`src/rtl/sc_fold_pkg.sv`:
```
package sc_fold_pkg;

   typedef enum logic [2:0] {
      ST_IDLE  = 3'd0,
      ST_SCAN  = 3'd1,
      ST_OFFER = 3'd2,
      ST_CHAL  = 3'd3,
      ST_FOLD  = 3'd4,
      ST_DONE  = 3'd5
   } fold_state_t;

endpackage

```
`src/rtl/sc_mod_addsub.sv`:
```
module sc_mod_addsub #(
   parameter int          WIDTH    = 16,
   parameter int unsigned PRIME    = 65521,
   parameter bit          SUBTRACT = 1'b0
) (
   input  logic [WIDTH-1:0] a,
   input  logic [WIDTH-1:0] b,
   output logic [WIDTH-1:0] y
);
   localparam logic [WIDTH:0] P_EXT = (WIDTH+1)'(PRIME);

   logic [WIDTH:0] a_ext;
   logic [WIDTH:0] b_ext;

   assign a_ext = {1'b0, a};
   assign b_ext = {1'b0, b};

   generate
      if (SUBTRACT) begin : g_sub
         logic [WIDTH:0] wrap;
         assign wrap = a_ext + P_EXT - b_ext;
         always_comb begin
            if (a_ext >= b_ext) y = WIDTH'(a_ext - b_ext);
            else                y = WIDTH'(wrap);
         end
      end else begin : g_add
         logic [WIDTH:0] sum;
         assign sum = a_ext + b_ext;
         always_comb begin
            if (sum >= P_EXT) y = WIDTH'(sum - P_EXT);
            else              y = WIDTH'(sum);
         end
      end
   endgenerate
endmodule

```
`src/rtl/sc_mod_mul.sv`:
```
module sc_mod_mul #(
   parameter int          WIDTH = 16,
   parameter int unsigned PRIME = 65521
) (
   input  logic [WIDTH-1:0] a,
   input  logic [WIDTH-1:0] b,
   output logic [WIDTH-1:0] y
);
   localparam int          PW    = 2 * WIDTH;
   localparam logic [PW-1:0] P_WIDE = PW'(PRIME);

   logic [PW-1:0] prod;

   assign prod = PW'(a) * PW'(b);
   assign y    = WIDTH'(prod % P_WIDE);
endmodule

```
`src/rtl/sc_vec_ram.sv`:
```
module sc_vec_ram #(
   parameter int WIDTH = 16,
   parameter int LOG_N = 3
) (
   input  logic             clk,
   input  logic             wr_en,
   input  logic [LOG_N-1:0] wr_addr,
   input  logic [WIDTH-1:0] wr_data,
   input  logic [LOG_N-1:0] rd_addr_even,
   input  logic [LOG_N-1:0] rd_addr_odd,
   output logic [WIDTH-1:0] rd_even,
   output logic [WIDTH-1:0] rd_odd
);
   localparam int DEPTH = 1 << LOG_N;

   logic [WIDTH-1:0] cells [DEPTH];

   always_ff @(posedge clk) begin
      if (wr_en) cells[wr_addr] <= wr_data;
   end

   assign rd_even = cells[rd_addr_even];
   assign rd_odd  = cells[rd_addr_odd];
endmodule

```
`src/rtl/sc_fold_lane.sv`:
```
module sc_fold_lane #(
   parameter int          WIDTH = 16,
   parameter int unsigned PRIME = 65521
) (
   input  logic [WIDTH-1:0] lo,
   input  logic [WIDTH-1:0] hi,
   input  logic [WIDTH-1:0] coeff,
   input  logic [WIDTH-1:0] sum_lo,
   input  logic [WIDTH-1:0] sum_hi,
   output logic [WIDTH-1:0] sum_lo_nxt,
   output logic [WIDTH-1:0] sum_hi_nxt,
   output logic [WIDTH-1:0] folded
);
   logic [WIDTH-1:0] delta;
   logic [WIDTH-1:0] scaled;

   // running sums for the round polynomial
   sc_mod_addsub #(.WIDTH(WIDTH), .PRIME(PRIME), .SUBTRACT(1'b0)) u_acc_lo (
      .a(sum_lo), .b(lo), .y(sum_lo_nxt));
   sc_mod_addsub #(.WIDTH(WIDTH), .PRIME(PRIME), .SUBTRACT(1'b0)) u_acc_hi (
      .a(sum_hi), .b(hi), .y(sum_hi_nxt));

   // lo + coeff*(hi - lo): a single field multiply per pair
   sc_mod_addsub #(.WIDTH(WIDTH), .PRIME(PRIME), .SUBTRACT(1'b1)) u_delta (
      .a(hi), .b(lo), .y(delta));
   sc_mod_mul #(.WIDTH(WIDTH), .PRIME(PRIME)) u_scale (
      .a(coeff), .b(delta), .y(scaled));
   sc_mod_addsub #(.WIDTH(WIDTH), .PRIME(PRIME), .SUBTRACT(1'b0)) u_join (
      .a(lo), .b(scaled), .y(folded));
endmodule

```
`src/rtl/sumcheck_fold_engine.sv`:
```
module sumcheck_fold_engine #(
   parameter int          WIDTH = 16,
   parameter int unsigned PRIME = 65521,
   parameter int          LOG_N = 3
) (
   input  logic                           clk,
   input  logic                           rst_n,
   input  logic                           load_en,
   input  logic [LOG_N-1:0]               load_addr,
   input  logic [WIDTH-1:0]               load_data,
   input  logic                           start,
   output logic                           round_valid,
   input  logic                           round_ready,
   output logic [$clog2(LOG_N+1)-1:0]     round_idx,
   output logic [WIDTH-1:0]               eval_zero,
   output logic [WIDTH-1:0]               eval_one,
   input  logic                           chal_valid,
   output logic                           chal_ready,
   input  logic [WIDTH-1:0]               chal_value,
   output logic                           done,
   output logic [WIDTH-1:0]               final_value
);
   import sc_fold_pkg::*;

   localparam int              RW        = $clog2(LOG_N + 1);
   localparam logic [LOG_N-1:0] HALF_INIT = LOG_N'(1 << (LOG_N - 1));
   localparam logic [RW-1:0]   LAST_RND  = RW'(LOG_N);

   // elaboration-time parameter checks
   generate
      if (LOG_N < 1) begin : g_bad_log
         $error("LOG_N must be at least 1");
      end
      if (PRIME < 2) begin : g_bad_prime
         $error("PRIME must be at least 2");
      end
      if ((64'(PRIME) >> WIDTH) != 64'd0) begin : g_bad_width
         $error("PRIME must fit below 2**WIDTH");
      end
   endgenerate

   fold_state_t        state;
   logic [LOG_N-1:0]   pc;
   logic [LOG_N-1:0]   half;
   logic [RW-1:0]      round;
   logic [WIDTH-1:0]   acc_lo;
   logic [WIDTH-1:0]   acc_hi;
   logic [WIDTH-1:0]   alpha;
   logic [WIDTH-1:0]   result;

   logic               busy;
   logic               last_pair;
   logic               last_round;
   logic [LOG_N-1:0]   addr_even;
   logic [LOG_N-1:0]   addr_odd;
   logic [WIDTH-1:0]   val_even;
   logic [WIDTH-1:0]   val_odd;
   logic [WIDTH-1:0]   acc_lo_nxt;
   logic [WIDTH-1:0]   acc_hi_nxt;
   logic [WIDTH-1:0]   fold_val;
   logic               ram_we;
   logic [LOG_N-1:0]   ram_waddr;
   logic [WIDTH-1:0]   ram_wdata;

   assign busy       = (state != ST_IDLE) && (state != ST_DONE);
   assign last_pair  = (pc == half - LOG_N'(1));
   assign last_round = (round == LAST_RND);
   assign addr_even  = LOG_N'({pc, 1'b0});
   assign addr_odd   = addr_even | LOG_N'(1);

   // write port: loader when quiet, folder while folding
   always_comb begin
      if (state == ST_FOLD) begin
         ram_we    = 1'b1;
         ram_waddr = pc;
         ram_wdata = fold_val;
      end else begin
         ram_we    = load_en && !busy;
         ram_waddr = load_addr;
         ram_wdata = load_data;
      end
   end

   sc_vec_ram #(.WIDTH(WIDTH), .LOG_N(LOG_N)) u_ram (
      .clk          (clk),
      .wr_en        (ram_we),
      .wr_addr      (ram_waddr),
      .wr_data      (ram_wdata),
      .rd_addr_even (addr_even),
      .rd_addr_odd  (addr_odd),
      .rd_even      (val_even),
      .rd_odd       (val_odd)
   );

   sc_fold_lane #(.WIDTH(WIDTH), .PRIME(PRIME)) u_lane (
      .lo         (val_even),
      .hi         (val_odd),
      .coeff      (alpha),
      .sum_lo     (acc_lo),
      .sum_hi     (acc_hi),
      .sum_lo_nxt (acc_lo_nxt),
      .sum_hi_nxt (acc_hi_nxt),
      .folded     (fold_val)
   );

   always_ff @(posedge clk) begin
      if (!rst_n) begin
         state  <= ST_IDLE;
         pc     <= '0;
         half   <= HALF_INIT;
         round  <= '0;
         acc_lo <= '0;
         acc_hi <= '0;
         alpha  <= '0;
         result <= '0;
      end else begin
         unique case (state)
            ST_IDLE, ST_DONE: begin
               if (start) begin
                  state  <= ST_SCAN;
                  pc     <= '0;
                  half   <= HALF_INIT;
                  round  <= RW'(1);
                  acc_lo <= '0;
                  acc_hi <= '0;
               end
            end
            ST_SCAN: begin
               acc_lo <= acc_lo_nxt;
               acc_hi <= acc_hi_nxt;
               if (last_pair) begin
                  pc    <= '0;
                  state <= ST_OFFER;
               end else begin
                  pc <= pc + LOG_N'(1);
               end
            end
            ST_OFFER: begin
               if (round_ready) state <= ST_CHAL;
            end
            ST_CHAL: begin
               if (chal_valid) begin
                  alpha <= chal_value;
                  state <= ST_FOLD;
               end
            end
            ST_FOLD: begin
               if (last_pair) begin
                  pc <= '0;
                  if (last_round) begin
                     result <= fold_val;
                     state  <= ST_DONE;
                  end else begin
                     round  <= round + RW'(1);
                     half   <= half >> 1;
                     acc_lo <= '0;
                     acc_hi <= '0;
                     state  <= ST_SCAN;
                  end
               end else begin
                  pc <= pc + LOG_N'(1);
               end
            end
            default: state <= ST_IDLE;
         endcase
      end
   end

   assign round_valid = (state == ST_OFFER);
   assign chal_ready  = (state == ST_CHAL);
   assign done        = (state == ST_DONE);
   assign round_idx   = round;
   assign eval_zero   = acc_lo;
   assign eval_one    = acc_hi;
   assign final_value = result;
endmodule

```
`config.mk`:
```
export PLATFORM = sky130hd
export DESIGN_NAME = sumcheck_fold_engine
export DESIGN_NICKNAME = d
export VERILOG_FILES = /design/src/rtl/sc_fold_pkg.sv /design/src/rtl/sc_mod_addsub.sv /design/src/rtl/sc_mod_mul.sv /design/src/rtl/sc_vec_ram.sv /design/src/rtl/sc_fold_lane.sv /design/src/rtl/sumcheck_fold_engine.sv
export SDC_FILE = /design/constraint.sdc
export NUM_CORES = 2
export LEC_CHECK = 0
export BUFFER_PORTS_ARGS = -buffer_cell sky130_fd_sc_hd__buf_4
export CAP_MARGIN = 20
export CORE_MARGIN = 2
export CORE_UTILIZATION = 40
export CTS_BUF_LIST = sky130_fd_sc_hd__clkbuf_4 sky130_fd_sc_hd__clkbuf_8
export DETAILED_ROUTE_END_ITERATION = 7
export GPL_TIMING_DRIVEN = 0
export MAX_ROUTING_LAYER = met4
export PLACE_DENSITY_LB_ADDON = 0.08
export SLEW_MARGIN = 30
export SYNTH_ARGS = -nofsm -noshare
export SYNTH_HDL_FRONTEND = slang
export SYNTH_HIERARCHICAL = 1
export SYNTH_SLANG_ARGS = --single-unit
```
`constraint.sdc`:
```
create_clock -name clk -period 26.9 [get_ports clk]
set_input_delay 5.38 -clock clk [delete_from_list [all_inputs] [get_ports clk]]
set_output_delay 5.38 -clock clk [all_outputs]
set_load 0.05 [all_outputs]
```
### Word level (Yosys, flattened, before mapping)

Memory sizes are Yosys's and may differ from the RTL's. A register that Yosys moved wholly into a read port is not among the register bits.
Index checks and enable logic that the tools add are counted.

* register bits after elaboration: 75
* bits in writable memories: 128
* logic and storage cells: 93
* memories: 1

Memory list
* u_ram.cells: words 8, width 16, read ports 2, clocked after memory_dff 2, wr ports 1, RTL line sc_vec_ram.sv:16 `logic [WIDTH-1:0] cells [DEPTH];`

* $add $sub $neg: 12
* $mul: 1
* div/mod/pow operators: 1
* order comparisons: 4
* equality and inequality tests: 14
* mux-type cells: 36
* reductions and logical operators: 16

Operators with widths (count)
* $mux 16: 8
* $pmux 16 s3: 2
* $add 16x16->17: 3
* $ge 17x16->1 const B: 3
* $mux 3: 16
* $sub 16x16->16 const B: 3
* $mod 32x16->32 const B: 1
* $mul 16x16->32: 1
* $sub 16x16->16: 2
* $add 16x16->16 const B: 1
* $ge 16x16->1: 1
* $pmux 3 s5: 1
* $pmux 3 s2: 2
* $ne 2x2->1 const B: 5
* $reduce_and 4->1: 2
* $eq 3x2->1 const B: 2
* $eq 3x3->1 const B: 2
* $mux 2: 3
* $reduce_bool 3->1: 2
* $reduce_and 5->1: 1
* $pmux 2 s2: 1
* $reduce_and 2->1: 2
* $reduce_bool 2->1: 2
* $reduce_or 2->1: 2
* other kinds (13): 16

### Longest topological paths before layout

* word-level depth: 9
* gate-level depth with buffers: 122

### Hierarchy

The synthesis kept the hierarchy.

Modules (own cells, without submodules)
* sc_mod_mul: instances 1, cells an instance 2556, area each 19004.5 sq um
* sc_vec_ram: instances 1, cells an instance 255, area each 6044.5 sq um
* sc_mod_addsub (u_lane.u_acc_hi ...): instances 3, cells an instance 179, area each 1442.6 sq um
* sumcheck_fold_engine: instances 1, cells an instance 369, area each 3372.0 sq um
* sc_mod_addsub (u_lane.u_delta): instances 1, cells an instance 261, area each 1870.5 sq um

### Worst setup path after synthesis

OpenSTA, ideal clock, no wires.

* path type: reg-to-reg
* start point: reg, netlist name pc[1]
* end point: mem u_ram.cells[0][10] (data pin)
* setup time: 0.274 ns
* arrival time: 27.795 ns
* setup slack: -1.168 ns
* cell stages (with the launch flop): 104
* path through: dfxtp_1 buf_1 mux4_1 mux2_2 ha_1 inv_1 ha_1 inv_1 fa_1 o311ai_2 or2b_1 nand2_1 a21oi_1 xor2_1 a21oi_1 clkbuf_1 nand2_1 fa_1 [68 not listed] buf_2 a22o_1 nand4bb_1 nor4b_4 or2_1 buf_2 xnor2_1 ha_1 fa_1 a211oi_2 o21ai_2 xor2_2 o311ai_2 nor4_4 nand4_4 a2111oi_1 xnor2_1 mux2_2

RTL lines (RTL line)
* end: declaration: sc_vec_ram.sv:16

==> results.sh <==
export IMPL_status="finished, final reports clean"
export IMPL_cts_inserted_buffers=38
export IMPL_yosysSeqAreaShare_pct=15.44
export IMPL_yosysUniqueCellTypes=151
export IMPL_layout_drive_gt1_share_pct=33.17
export IMPL_dieArea_um2=88920
export IMPL_setup_violations=0
export IMPL_start_kind="flop"
export IMPL_hpwl_um=92570
export IMPL_overflow=0
export IMPL_r2r_cells=112
export IMPL_first_iter_violations=2237
export IMPL_maxSlewViolCount=0
export IMPL_syn_area_um2=34620
export IMPL_vias=33810
export IMPL_worst_clock_skew_ps=82.48
export IMPL_p_per_area_nw_per_um2=100.0
export IMPL_groute_usage_overall_pct=27.71
export IMPL_port_buffers=93
export IMPL_vias_per_cell=5.890
export IMPL_drc=0
export IMPL_syn2layout_area_growth_pct=33.00
export IMPL_hold_viol_final=0
export IMPL_ys_flop_type="edfxtp_1"
export IMPL_critPathSlowestCell="or4_4"
export IMPL_period_needed_ps=26890
export IMPL_async_flop_share_pct=0
export IMPL_grt_max_degree=17
export IMPL_cts_root_buffer="clkbuf_8"
export IMPL_tightest_slew_ps=985.4
export IMPL_ys_ff_latch=203
export IMPL_syn_inst=3978
export IMPL_hold_slack_ps=485.2
export IMPL_timing_critical_path_mode_cell="buf_6"
export IMPL_p_leak_nw=18.78
export IMPL_synth_nets=4428
export IMPL_worstHoldStart="eval_zero[5]"
export IMPL_clk_latency_ps=660
export IMPL_dieWidth_um=298.2
export IMPL_detail_route_antenna_nets=0
export IMPL_post_route_period_util_pct=99.96
export IMPL_die_y_um=298.2
export IMPL_setup_worst_path_start="pc[1]"
export IMPL_critPathRequiredTime_ps=27220
export IMPL_pin_count=94
export IMPL_cts_htree_levels=2
export IMPL_clk_pin_slew_worst_paths_ps=70
export IMPL_syn_avg_cell_area_um2=8.703
export IMPL_ctsHoldBuffers=0
export IMPL_cap_viol_max_count=0
export IMPL_hold_depth=2
export IMPL_r2r_start="pc[1]"
export IMPL_cts_sinks=203
export IMPL_critPathArrivalTime_ps=27210
export IMPL_wl_per_cell_um=21.93
export IMPL_drt_pass1_iter_count=5
export IMPL_cp_slowest_stage_delay_ps=630
export IMPL_grt_pass1_wl_um=190900
export IMPL_clk_path_buf_depth=3
export IMPL_yosysWarningCount=6
export IMPL_peakVddDrop_v=0.0001659
export IMPL_nets=5013
export IMPL_place_gp_congestion=0.8922
export IMPL_hp_class="reg -> reg"
export IMPL_max_freq_ghz=0.03719
export IMPL_crit_fanout=10
export IMPL_timing_setup_tns_ps=0
export IMPL_synth_edff_count=128
export IMPL_ff2ff_setup_slack_ps=10
export IMPL_relSlewSlack_pct=34.09
export IMPL_tritoncts="yes"
export IMPL_core_area_um2=85410
export IMPL_initial_utilization_pct=40.53
export IMPL_endpoint_kind="flop"
export IMPL_grt_pass1_vias=32630
export IMPL_critPathKind="reg -> reg"
export IMPL_rsz0062_at_grt="true"
export IMPL_rows=107
export IMPL_antenna_found_initial=5
export IMPL_drt_wl_total_um=125900
## report_power, final
part	switching (mW)	total (mW)	internal, mW
Clock	0.148	0.319	0.171
Combinational	2.26	3.92	1.66
Sequential	0.0149	0.365	0.350
Total	2.43	4.61	2.18
## registers in the layout (all words and copies together) (netlist names), 3 cells and up
| name | flops |
|---|---|
| half | 3 |
| state | 3 |
| eval_one | 16 |
| eval_zero | 16 |
| final_value | 16 |
| alpha | 16 |
| pc | 3 |
| u_ram/cells | 128 |
## what timing repair did
item | CTS | global route
endpoints found under the setup margin | 144 | 144
gates resized for setup | 626 | 357
pin swaps | 211 | 229
gates cloned | 4 | 2
buffers inserted | 276 | 182
hold endpoints to repair | 0 | 0
## path summary, 6_finish.rpt
kind	endpoint
setup / recovery	u_ram/cells[0][4]
hold / removal	eval_zero[5]
setup reg to reg	u_ram/cells[0][4]
hold reg to reg	eval_zero[5]
## synthesized netlist by cell type, types with 43 or more instances
cell type  count  area, um^2
mux2i_1       52       520.5
nand2_1      464        1742
xor2_1        76       665.6
nand3_1       86       430.4
nor3_1        77       385.4
a21oi_1      176       880.8
dfxtp_1       75        1501
clkbuf_1      84       315.3
nor2_1       216       810.8
fa_1         201        4024
mux2_2        72       810.8
inv_1        320        1201
a31oi_1       59       369.1
mux4_1        56        1471
buf_2         43       215.2
o211ai_1      54       405.4
a211oi_1      48       360.4
nand4_1       61       381.6
o21ai_0      159       795.8
ha_1         208        2603
o21a_1        50       375.4
and2_1       155       969.7
edfxtp_1     128        3844
xnor2_1      156        1366
## final cells by class
class | count | area (um^2)
Antenna cell | 4 | 10.01
Buffer | 155 | 1323
Clock buffer | 49 | 618.1
Clock inverter | 20 | 152.6
Fill cell | 7933 | 39370
Inverter | 321 | 1210
Multi-Input combinational cell | 3283 | 31420
Sequential cell | 203 | 5350
Tap cell | 1144 | 1431
Timing Repair Buffer | 561 | 4527
## critical path: cells and delay by family (launching register included)
family,cells,cell delay (ps)
xor+xnor,6,960
fa+ha+maj,13,4780
compound gates,31,7420
flops,1,370
simple gates,25,6430
mux,11,3050
buf+inv,26,3480
## cell usage in the layout (no fill, tap or decap), types with 33 or more instances in the layout
cell and count:
and2_1 145, inv_1 304, xnor2_1 120, o21ai_2 35, mux4_1 49, buf_6 71
mux2_4 45, o21a_1 42, xor2_1 54, nand2_1 446, dfxtp_1 73, o21ai_0 123
fa_1 188, a21oi_1 127, a31oi_1 43, clkbuf_1 48, o21ai_1 42, a21o_1 40
mux2i_1 39, o211ai_1 54, buf_4 521, nand3_1 70, clkbuf_8 48, nor2_1 189
edfxtp_1 128, or3_1 33, nand2b_1 35, nand4_1 61, nor3_1 56, ha_1 172
a21oi_4 33
## per-layer routing
layer  GRT usage, %  routed length, um  up-vias
li1               -                  -    15800
met1          37.54              57820    16960
met2          44.28              58700      902
met3          3.814               7008      147
met4          5.504               2372        0
met5              -                  0        -
## cells by family (layout without fill, tap and decap cells)
family / after synthesis / in the layout / share of synthesized area (%)
AOI/OAI and AO/OA: 1034 / 1035 / 22.31
xor gates and xnor gates: 241 / 241 / 6.346
adders and majority gates: 415 / 415 / 19.31
buffers and inverters: 493 / 1106 / 6.097
DFF: 203 / 203 / 15.44
muxes: 195 / 195 / 8.873
other: 2 / 6 / 0.02169
and+or+nand+nor: 1395 / 1395 / 21.60
## stage by stage
stage               power [mW]  std cells  utilization (%)  instance area [um^2]  setup slack (ps)
finish                   4.605       5740            53.91                 46040             9.820
floorplan                2.295       3978                -                 34780             17.52
global route             4.854       5739            53.90                 46040            -885.7
detailed placement       2.978       5222            43.37                 37050             -6830
global placement         2.992       5215            43.21                 36910             -6881
CTS                      3.934       5558            50.40                 43050             2.393
Power figures use the tool's default switching activity.
